$ cat src/rtl/tmr16_pkg.sv
package tmr16_pkg;
  // Byte lane selected by the least significant address bit
  typedef enum logic {
    LANE_LO = 1'b0,
    LANE_HI = 1'b1
  } lane_e;

  // Slot index of the counter within the register window
  localparam int unsigned SLOT_COUNTER = 0;
endpackage

$ cat src/rtl/tmr16_counter.sv
module tmr16_counter #(
  parameter int unsigned CW = 16
) (
  input  logic          clk,
  input  logic          rst,
  input  logic          tick_en,
  input  logic          load_en,
  input  logic [CW-1:0] load_val,
  output logic [CW-1:0] count,
  output logic          cmp_en
);
  localparam logic [CW-1:0] CNT_MAX = {CW{1'b1}};

  logic [CW-1:0] count_q;
  logic          mute_q;

  always_ff @(posedge clk) begin
    if (rst) begin
      count_q <= '0;
      mute_q  <= 1'b0;
    end else if (load_en) begin
      count_q <= load_val;
      mute_q  <= 1'b1;
    end else if (tick_en) begin
      count_q <= count_q + 1'b1;
      mute_q  <= 1'b0;
    end
  end

  assign count  = count_q;
  assign cmp_en = tick_en && !load_en && !mute_q;

  assert_wrap_R3: assert property (@(posedge clk) disable iff (rst)
    (tick_en && !load_en && count_q == CNT_MAX) |=> (count_q == '0))
    else $error("counter did not wrap");

  assert_hold_R2: assert property (@(posedge clk) disable iff (rst)
    (!tick_en && !load_en) |=> $stable(count_q))
    else $error("counter moved without tick");

  assert_mute_R9: assert property (@(posedge clk) disable iff (rst)
    (load_en && !rst) |=> !cmp_en)
    else $error("compare enabled right after counter load");
endmodule

$ cat src/rtl/tmr16_cmp_slot.sv
module tmr16_cmp_slot #(
  parameter int unsigned CW = 16
) (
  input  logic          clk,
  input  logic          rst,
  input  logic [CW-1:0] count,
  input  logic          cmp_en,
  input  logic          load_en,
  input  logic [CW-1:0] load_val,
  input  logic          flag_clr,
  output logic [CW-1:0] cmp_val,
  output logic          flag,
  output logic          wave
);
  logic [CW-1:0] cmp_q;
  logic          flag_q;
  logic          wave_q;
  logic          hit;

  assign hit = cmp_en && (count == cmp_q);

  always_ff @(posedge clk) begin
    if (rst) begin
      cmp_q  <= '0;
      flag_q <= 1'b0;
      wave_q <= 1'b0;
    end else begin
      if (load_en) cmp_q <= load_val;
      if (hit)           flag_q <= 1'b1;
      else if (flag_clr) flag_q <= 1'b0;
      wave_q <= wave_q ^ hit;
    end
  end

  assign cmp_val = cmp_q;
  assign flag    = flag_q;
  assign wave    = wave_q;

  assert_set_R7: assert property (@(posedge clk) disable iff (rst)
    hit |=> flag_q)
    else $error("match did not raise flag");

  assert_clear_R8: assert property (@(posedge clk) disable iff (rst)
    (flag_clr && !hit) |=> !flag_q)
    else $error("flag clear ignored");

  assert_quiet_R9: assert property (@(posedge clk) disable iff (rst)
    !cmp_en |=> (wave_q == $past(wave_q)))
    else $error("wave moved without compare");
endmodule

$ cat src/rtl/tmr16_bus_port.sv
module tmr16_bus_port
  import tmr16_pkg::*;
#(
  parameter int unsigned DW   = 8,
  parameter int unsigned AW   = 3,
  parameter int unsigned NCMP = 2
) (
  input  logic                     clk,
  input  logic                     rst,
  input  logic [AW-1:0]            addr,
  input  logic [DW-1:0]            wdata,
  input  logic                     we,
  input  logic                     re,
  input  logic [2*DW-1:0]          count,
  input  logic [NCMP-1:0][2*DW-1:0] cmp_vals,
  input  logic [NCMP-1:0]          flags,
  output logic                     cnt_load,
  output logic [NCMP-1:0]          cmp_load,
  output logic [2*DW-1:0]          load_val,
  output logic [NCMP-1:0]          flag_clr,
  output logic [DW-1:0]            rdata
);
  localparam int unsigned CW = 2 * DW;
  localparam int unsigned IW = AW - 1;
  localparam logic [IW-1:0] FLAG_SLOT = IW'(NCMP + 1);
  localparam logic [IW-1:0] LAST_REG  = IW'(NCMP);

  logic [IW-1:0] slot;
  lane_e         lane;
  logic          is_reg;
  logic          flag_wr;
  logic [DW-1:0] hold_q;
  logic [DW-1:0] rdata_q;
  logic [CW-1:0] slot_val [NCMP+1];
  logic [CW-1:0] sel_val;

  assign slot    = addr[AW-1:1];
  assign lane    = lane_e'(addr[0]);
  assign is_reg  = (slot <= LAST_REG);
  assign flag_wr = we && (slot == FLAG_SLOT) && (lane == LANE_LO);

  assign slot_val[SLOT_COUNTER] = count;
  assign load_val = {hold_q, wdata};
  assign cnt_load = we && (lane == LANE_LO) && (slot == IW'(SLOT_COUNTER));

  for (genvar g = 0; g < NCMP; g++) begin : g_slot
    assign slot_val[g+1] = cmp_vals[g];
    assign cmp_load[g]   = we && (lane == LANE_LO) && (slot == IW'(g + 1));
    assign flag_clr[g]   = flag_wr && wdata[g];
  end

  always_comb begin
    sel_val = '0;
    for (int i = 0; i <= NCMP; i++) begin
      if (slot == IW'(i)) sel_val = slot_val[i];
    end
  end

  always_ff @(posedge clk) begin
    if (rst) begin
      hold_q <= '0;
    end else if (we && is_reg && lane == LANE_HI) begin
      hold_q <= wdata;
    end else if (re && is_reg && lane == LANE_LO) begin
      hold_q <= sel_val[CW-1:DW];
    end
  end

  always_ff @(posedge clk) begin
    if (rst) begin
      rdata_q <= '0;
    end else if (re) begin
      if (is_reg)
        rdata_q <= (lane == LANE_HI) ? hold_q : sel_val[DW-1:0];
      else if (slot == FLAG_SLOT && lane == LANE_LO)
        rdata_q <= {{(DW-NCMP){1'b0}}, flags};
      else
        rdata_q <= '0;
    end
  end

  assign rdata = rdata_q;

  assert_hi_read_R5: assert property (@(posedge clk) disable iff (rst)
    (re && is_reg && lane == LANE_HI) |=> (rdata_q == $past(hold_q)))
    else $error("high read did not return holding byte");

  assert_hold_stable_R6: assert property (@(posedge clk) disable iff (rst)
    (!we && !re) |=> $stable(hold_q))
    else $error("holding byte changed without access");

  assert_one_load_R4: assert property (@(posedge clk) disable iff (rst)
    $countones({cnt_load, cmp_load}) <= 1)
    else $error("more than one register loaded");
endmodule

$ cat src/rtl/tmr16_cmp_top.sv
module tmr16_cmp_top #(
  parameter int unsigned DW   = 8,
  parameter int unsigned AW   = 3,
  parameter int unsigned NCMP = 2
) (
  input  logic            clk,
  input  logic            rst,
  input  logic [AW-1:0]   bus_addr,
  input  logic [DW-1:0]   bus_wdata,
  input  logic            bus_we,
  input  logic            bus_re,
  output logic [DW-1:0]   bus_rdata,
  input  logic            tick_en,
  output logic [NCMP-1:0] cmp_flag,
  output logic [NCMP-1:0] wave_out
);
  localparam int unsigned CW = 2 * DW;

  logic [CW-1:0]            count;
  logic                     cmp_en;
  logic                     cnt_load;
  logic [NCMP-1:0]          cmp_load;
  logic [CW-1:0]            load_val;
  logic [NCMP-1:0]          flag_clr;
  logic [NCMP-1:0][CW-1:0]  cmp_vals;

  tmr16_bus_port #(.DW(DW), .AW(AW), .NCMP(NCMP)) u_bus (
    .clk      (clk),
    .rst      (rst),
    .addr     (bus_addr),
    .wdata    (bus_wdata),
    .we       (bus_we),
    .re       (bus_re),
    .count    (count),
    .cmp_vals (cmp_vals),
    .flags    (cmp_flag),
    .cnt_load (cnt_load),
    .cmp_load (cmp_load),
    .load_val (load_val),
    .flag_clr (flag_clr),
    .rdata    (bus_rdata)
  );

  tmr16_counter #(.CW(CW)) u_cnt (
    .clk      (clk),
    .rst      (rst),
    .tick_en  (tick_en),
    .load_en  (cnt_load),
    .load_val (load_val),
    .count    (count),
    .cmp_en   (cmp_en)
  );

  for (genvar g = 0; g < NCMP; g++) begin : g_cmp
    tmr16_cmp_slot #(.CW(CW)) u_slot (
      .clk      (clk),
      .rst      (rst),
      .count    (count),
      .cmp_en   (cmp_en),
      .load_en  (cmp_load[g]),
      .load_val (load_val),
      .flag_clr (flag_clr[g]),
      .cmp_val  (cmp_vals[g]),
      .flag     (cmp_flag[g]),
      .wave     (wave_out[g])
    );
  end
endmodule

$ cat config.mk
export PLATFORM = sky130hd
export DESIGN_NAME = tmr16_cmp_top
export DESIGN_NICKNAME = d
export VERILOG_FILES = /design/src/rtl/tmr16_pkg.sv /design/src/rtl/tmr16_counter.sv /design/src/rtl/tmr16_cmp_slot.sv /design/src/rtl/tmr16_bus_port.sv /design/src/rtl/tmr16_cmp_top.sv
export SDC_FILE = /design/constraint.sdc
export NUM_CORES = 1
export LEC_CHECK = 0
export CELL_PAD_IN_SITES_DETAIL_PLACEMENT = 1
export CELL_PAD_IN_SITES_GLOBAL_PLACEMENT = 1
export CORE_UTILIZATION = 47
export CTS_CLUSTER_SIZE = 20
export DETAILED_ROUTE_END_ITERATION = 16
export GPL_ROUTABILITY_DRIVEN = 0
export HOLD_SLACK_MARGIN = 0.1
export PLACE_DENSITY = 0.92
export REMOVE_ABC_BUFFERS = 1
export SYNTH_ARGS = -nofsm -noshare
export SYNTH_HDL_FRONTEND = slang
export SYNTH_SLANG_ARGS = --single-unit
export TNS_END_PERCENT = 5
$ cat constraint.sdc
create_clock -name clk -period 4.3 [get_ports clk]
set_clock_uncertainty 0.15 [all_clocks]
set_input_delay 0.43 -clock clk [delete_from_list [all_inputs] [get_ports clk]]
set_output_delay 0.43 -clock clk [all_outputs]
set_load 0.005 [all_outputs]
## Word level (Yosys, flattened, before mapping)

Index checks and enable logic that the tools add are counted.

- Word-level logic and storage cells: 60
- Output and inout port bits: 12
- Input bits: 16
- Flip-flop bits (word level): 69

- Eq/ne operators: 5
- Reduce and logical (&&, ||, !) cells: 24
- $add $sub $neg: 1
- Bitwise logic cells: 3
- Mux-type cells: 16
- Order comparisons: 1

Operators with widths:

| cell | count |
|---|---|
| two-way mux 16 bit | 5 |
| equality test 16 bit | 2 |
| two-way mux 8 bit | 4 |
| logical AND 1 bit | 17 |
| adder 16 x 1 -> 16 bit (second input constant) | 1 |
| nonzero test 2 bit | 4 |
| two-way mux 1 bit | 6 |
| equality test 2 bit (second input constant) | 2 |
| equality test 2 x 1 -> 1 bit (second input constant) | 1 |
| less-or-equal comparator 2 bit (second input constant) | 1 |
| logical NOT 1 bit | 2 |
| logical NOT 2 bit | 1 |
| two-way mux 2 bit | 1 |
| bitwise XOR 1 bit | 2 |
| inverter 1 bit | 1 |

## Logic depth before layout (Yosys ltp)

- Depth in word-level cells: 8
- Depth in mapped cells: 8
- Gate-level depth less buffers: 6

## Modules after synthesis

From an unflattened synthesis, not the netlist that was laid out.

- Cell total of the unflattened synthesis: 426
- Area, all modules: 3,769.9 um2

By module, submodules not included:

| module | cells each | times used | area an instance (um2) | seq. area each (um2) |
|---|---|---|---|---|
| tmr16_cmp_slot | 83 | 2 | 814.5 | 360.3 |
| tmr16_bus_port | 143 | 1 | 1,147.4 | 320.3 |
| tmr16_counter | 117 | 1 | 993.5 | 340.3 |

## Worst setup path after synthesis

No wires, ideal clock.

- Kind: input to register
- From: input bus_addr[2]
- To: register u_bus.hold_q[7]
- Stages on the path: 7
- Path buffers: 2
- Slack: 2.483 ns
- Arrival: 1.535 ns
- Library setup time: 0.132 ns
- Data required time: 4.018 ns
- Cell sequence: clkbuf_1 -> a21boi_1 -> nor2b_1 -> buf_2 -> nor2_4 -> a22oi_1 -> a21oi_1

- Longest elaborated chain between the ends: 6
- Elaborated cells between the ends (all ways): 14
- Those cells by class: order compare: 1; eq/ne: 2; mux: 5; reduce/logical: 6

Ends and longest elaborated chain:

| what | line | source |
|---|---|---|
| start, declared | tmr16_cmp_top.sv:8 | `input logic [AW-1:0] bus_addr,` |
| logical NOT 2 bit | tmr16_bus_port.sv:55 | `if (slot == IW'(i)) sel_val = slot_val[i];` |
| two-way mux 16 bit (3 in a row) | tmr16_bus_port.sv:55 |  |
| two-way mux 8 bit | tmr16_bus_port.sv:64 | `end else if (re && is_reg && lane == LANE_LO) begin` |
| two-way mux 8 bit | tmr16_bus_port.sv:62 | `end else if (we && is_reg && lane == LANE_HI) begin` |
| end signal, assigned | tmr16_bus_port.sv:63 | `hold_q <= wdata;` |
| end signal, assigned | tmr16_bus_port.sv:65 | `hold_q <= sel_val[CW-1:DW];` |
| end, declared | tmr16_bus_port.sv:32 | `logic [DW-1:0] hold_q;` |

Parallel ways exist; a longest one is shown, timed or not. The select of a mux whose other input is x is not followed.
A chain may end at the register's enable or synchronous reset.

## Final worst setup path

- From: input bus_addr[1]
- To: register g_cmp[0].u_slot.cmp_q[4]

- Longest elaborated chain between the ends: 2

Ends and longest elaborated chain:

| what | line | source |
|---|---|---|
| equality test 2 x 1 -> 1 bit | tmr16_bus_port.sv:48 | `assign cmp_load[g] = we && (lane == LANE_LO) && (slot == IW'(g + 1));` |
| logical AND 1 bit | tmr16_bus_port.sv:48 |  |
| end signal, assigned | tmr16_cmp_slot.sv:28 | `if (load_en) cmp_q <= load_val;` |
| end, declared | tmr16_cmp_slot.sv:15 | `logic [CW-1:0] cmp_q;` |

No other way between the ends.

==> qor.csv <==
metric;value;unit
setup_viol;0;
cts_num_sinks;69;
worstPathMaxFanout;16;
rsz0062_at_grt;no;
synth_area;3630;sq um
ys_types;36;
cts_setup_buffers;0;
p_leak;1.37;nW
critPathKind;in -> reg;
clkLatencyLatePin;0.36;ns
die_w;89.9;um
yosys.area.top_type;dfxtp_1;
cts_tree;yes;
yosys.area_share.simple;21.3;%
fin_hold_ws;0.341;ns
cap_violations;0;
arrival;2.70;ns
dieArea;8080;sq um
ctsHoldBuffers;0;
boundaryPins;28;
min_period;2.63;ns
nNetsFinal;477;
num_rows;31;
final_max_slew_viol_count;0;
hp-class;reg -> reg;
syn_inst;462;
firstDrtPassIters;5;
via_per_inst;6.07;
synthMuxAreaShare;4.72;%
grt_pass1_vias;3530;
synth_ff_type;dfxtp_1;
yosysSeqAreaShare;38.0;%
synth-compound-area-share;17.6;%
grt.total_usage;31.0;%
area_growth;10.8;%
drive_gt1_share;5.81;%
fmax;380;MHz
crit_required;4.37;ns
numCtsBuffers;9;
synth.avg_cell_area;7.86;sq um
synth_top_family_by_area;simple AND/OR/NAND/NOR gates;
clockBufferDepth;2;
ys_ff_latch;69;
ys_top_cells_by_count;nand2_1, dfxtp_1, a21oi_1;
synth_top_area_share;38.0;%
cellPowerDensity;342;nW/um^2
root_buffer;clkbuf_8;
synth.area.top_cells;dfxtp_1, nand2_1, xnor2_1;
overflow;0;
wl_per_cell;21.4;um
drc;0;
initial_core_util;49.3;%
drtIter0Drc;252;
clk_pin_slew;0.08;ns
max-slew-margin-rel;39.2;%
crit_path_start_kind;input port;
ctsResizeCount;0;
worst_pin_slew;0.904;ns
worstSetupEndpointType;flop;
ys_async_sr_fraction;0;%
htree_levels;3;
antenna_found_initial;0;
grt_pass1_wl;19200;um
yosys_warnings;0;
grt_start_max_net_pins;70;
post-route-period-util;61.2;%
peakVddDrop;0.232;mV
synth_edf_count;0;
status;completed;
synth_xor_area_share;11.1;%
die_height;89.9;um
postRouteAntennaNets;0;
n_antenna_cell;0;
yosysMostFrequentCell;nand2_1;
numPortBuffers;27;
synth-adder-area-share;0.345;%
setup_tns;0;ns
drt-total-wl;12000;um
coreArea;7370;sq um
final_hold_viol_count;0;
dr_total_vias;3424;
hpwl;8160;um
==> cell type report <==
| cell class | instances | area (sq um) |
|---|---|---|
| multi-input combinational | 341 | 2000 |
| inverter | 4 | 15.0 |
| clock inverter | 4 | 22.5 |
| clock buffer | 12 | 155 |
| timing repair buffer | 35 | 325 |
| sequential | 69 | 1380 |
| fill | 934 | 3350 |
| tap | 99 | 124 |
==> stage by stage <==
stage | instances | area, sq um | util, % | worst slack (ns) | total power [mW]
2_1_floorplan | 414 | 3400 | - | 2.21 | 0.786
3_3_place_gp | 548 | 3840 | 52.2 | 1.53 | 0.880
3_5_place_dp | 548 | 3840 | 52.2 | 1.40 | 0.890
4_1_cts | 564 | 4020 | 54.6 | 1.74 | 1.37
5_1_grt | 564 | 4020 | 54.6 | 1.55 | 1.42
6_report | 564 | 4020 | 54.6 | 1.67 | 1.38
==> registers in the layout, indices dropped and copies added (netlist names) <==
register and cells:
g_cmp.u_slot.cmp_val 32, u_bus.hold_q 8, g_cmp.u_slot.flag 2, g_cmp.u_slot.wave 2, u_cnt.mute_q 1, u_cnt.count 16, u_bus.rdata 8
==> cell families (layout without fill, tap and decap cells) <==
logic type	after synthesis	count (layout)
DFF	69	69
buffers and inverters	52	55
xor gates and xnor gates	46	46
muxes	17	17
AOI/OAI and AO/OA	106	106
adders and majority gates	1	1
and+or+nand+nor	171	171
==> worst paths after layout <==
kind                              startpoint                    endpoint  slack [ns]  cells after the start
setup / recovery                 bus_addr[1]  g_cmp[0].u_slot.cmp_val[4]        1.67                      6
hold / removal    g_cmp[0].u_slot.cmp_val[8]  g_cmp[0].u_slot.cmp_val[8]        0.34                      2
setup reg to reg              u_cnt.count[2]             u_cnt.count[15]        1.93                      5
hold reg to reg   g_cmp[0].u_slot.cmp_val[8]  g_cmp[0].u_slot.cmp_val[8]        0.34                      2
==> power by group <==
group	leakage, nW	switching [mW]	internal (mW)
clock network	0.0921	0.257	0.238
registers	0.560	0.0309	0.661
logic	0.723	0.111	0.0791
total	1.37	0.399	0.978
==> metal layers <==
layer | global-route usage (%) | share of wire [%] | wire (um) | vias up
met1 | 39.0 | 42 | 5050 | 1678
met5 | 0 | 0 | 0 | -
met2 | 51.1 | 48 | 5750 | 143
met4 | 14.4 | 2.9 | 345 | 0
li1 | - | - | - | 1571
met3 | 6.09 | 7.5 | 905 | 32
==> layout by cell type, fill, tap and decap left out, types with 2 or more instances in the layout <==
cell             Yosys  routed
a31o_1               2       2
a311oi_1             2       2
xor2_1              15      15
nand3_1              8       8
mux2i_1             16      16
nand2_1             88      88
and3_1               5       5
a211oi_1            15      15
clkinv_2             0       3
dfxtp_1             69      69
buf_4                9       8
xnor2_1             31      31
nand4_1             13      13
clkbuf_8             0      11
or3_1                2       2
a22oi_1              8       8
nand2b_1            10      10
inv_1                4       4
nor4_1               3       3
nor2_1              30      30
clkdlybuf4s50_1      0      26
nor3_1               5       5
o21ai_0             17      17
a32oi_1              8       8
a21oi_1             52      52
nor2b_1              2       2
==> worst max-delay path, stage by stage <==
cell and delay [ns]:
clkdlybuf4s50_1 0.81, buf_4 0.28, nor2b_1 0.18, nand3b_1 0.61, nand2_1 0.29, a21oi_1 0.09
Power figures use the tool's default switching activity.
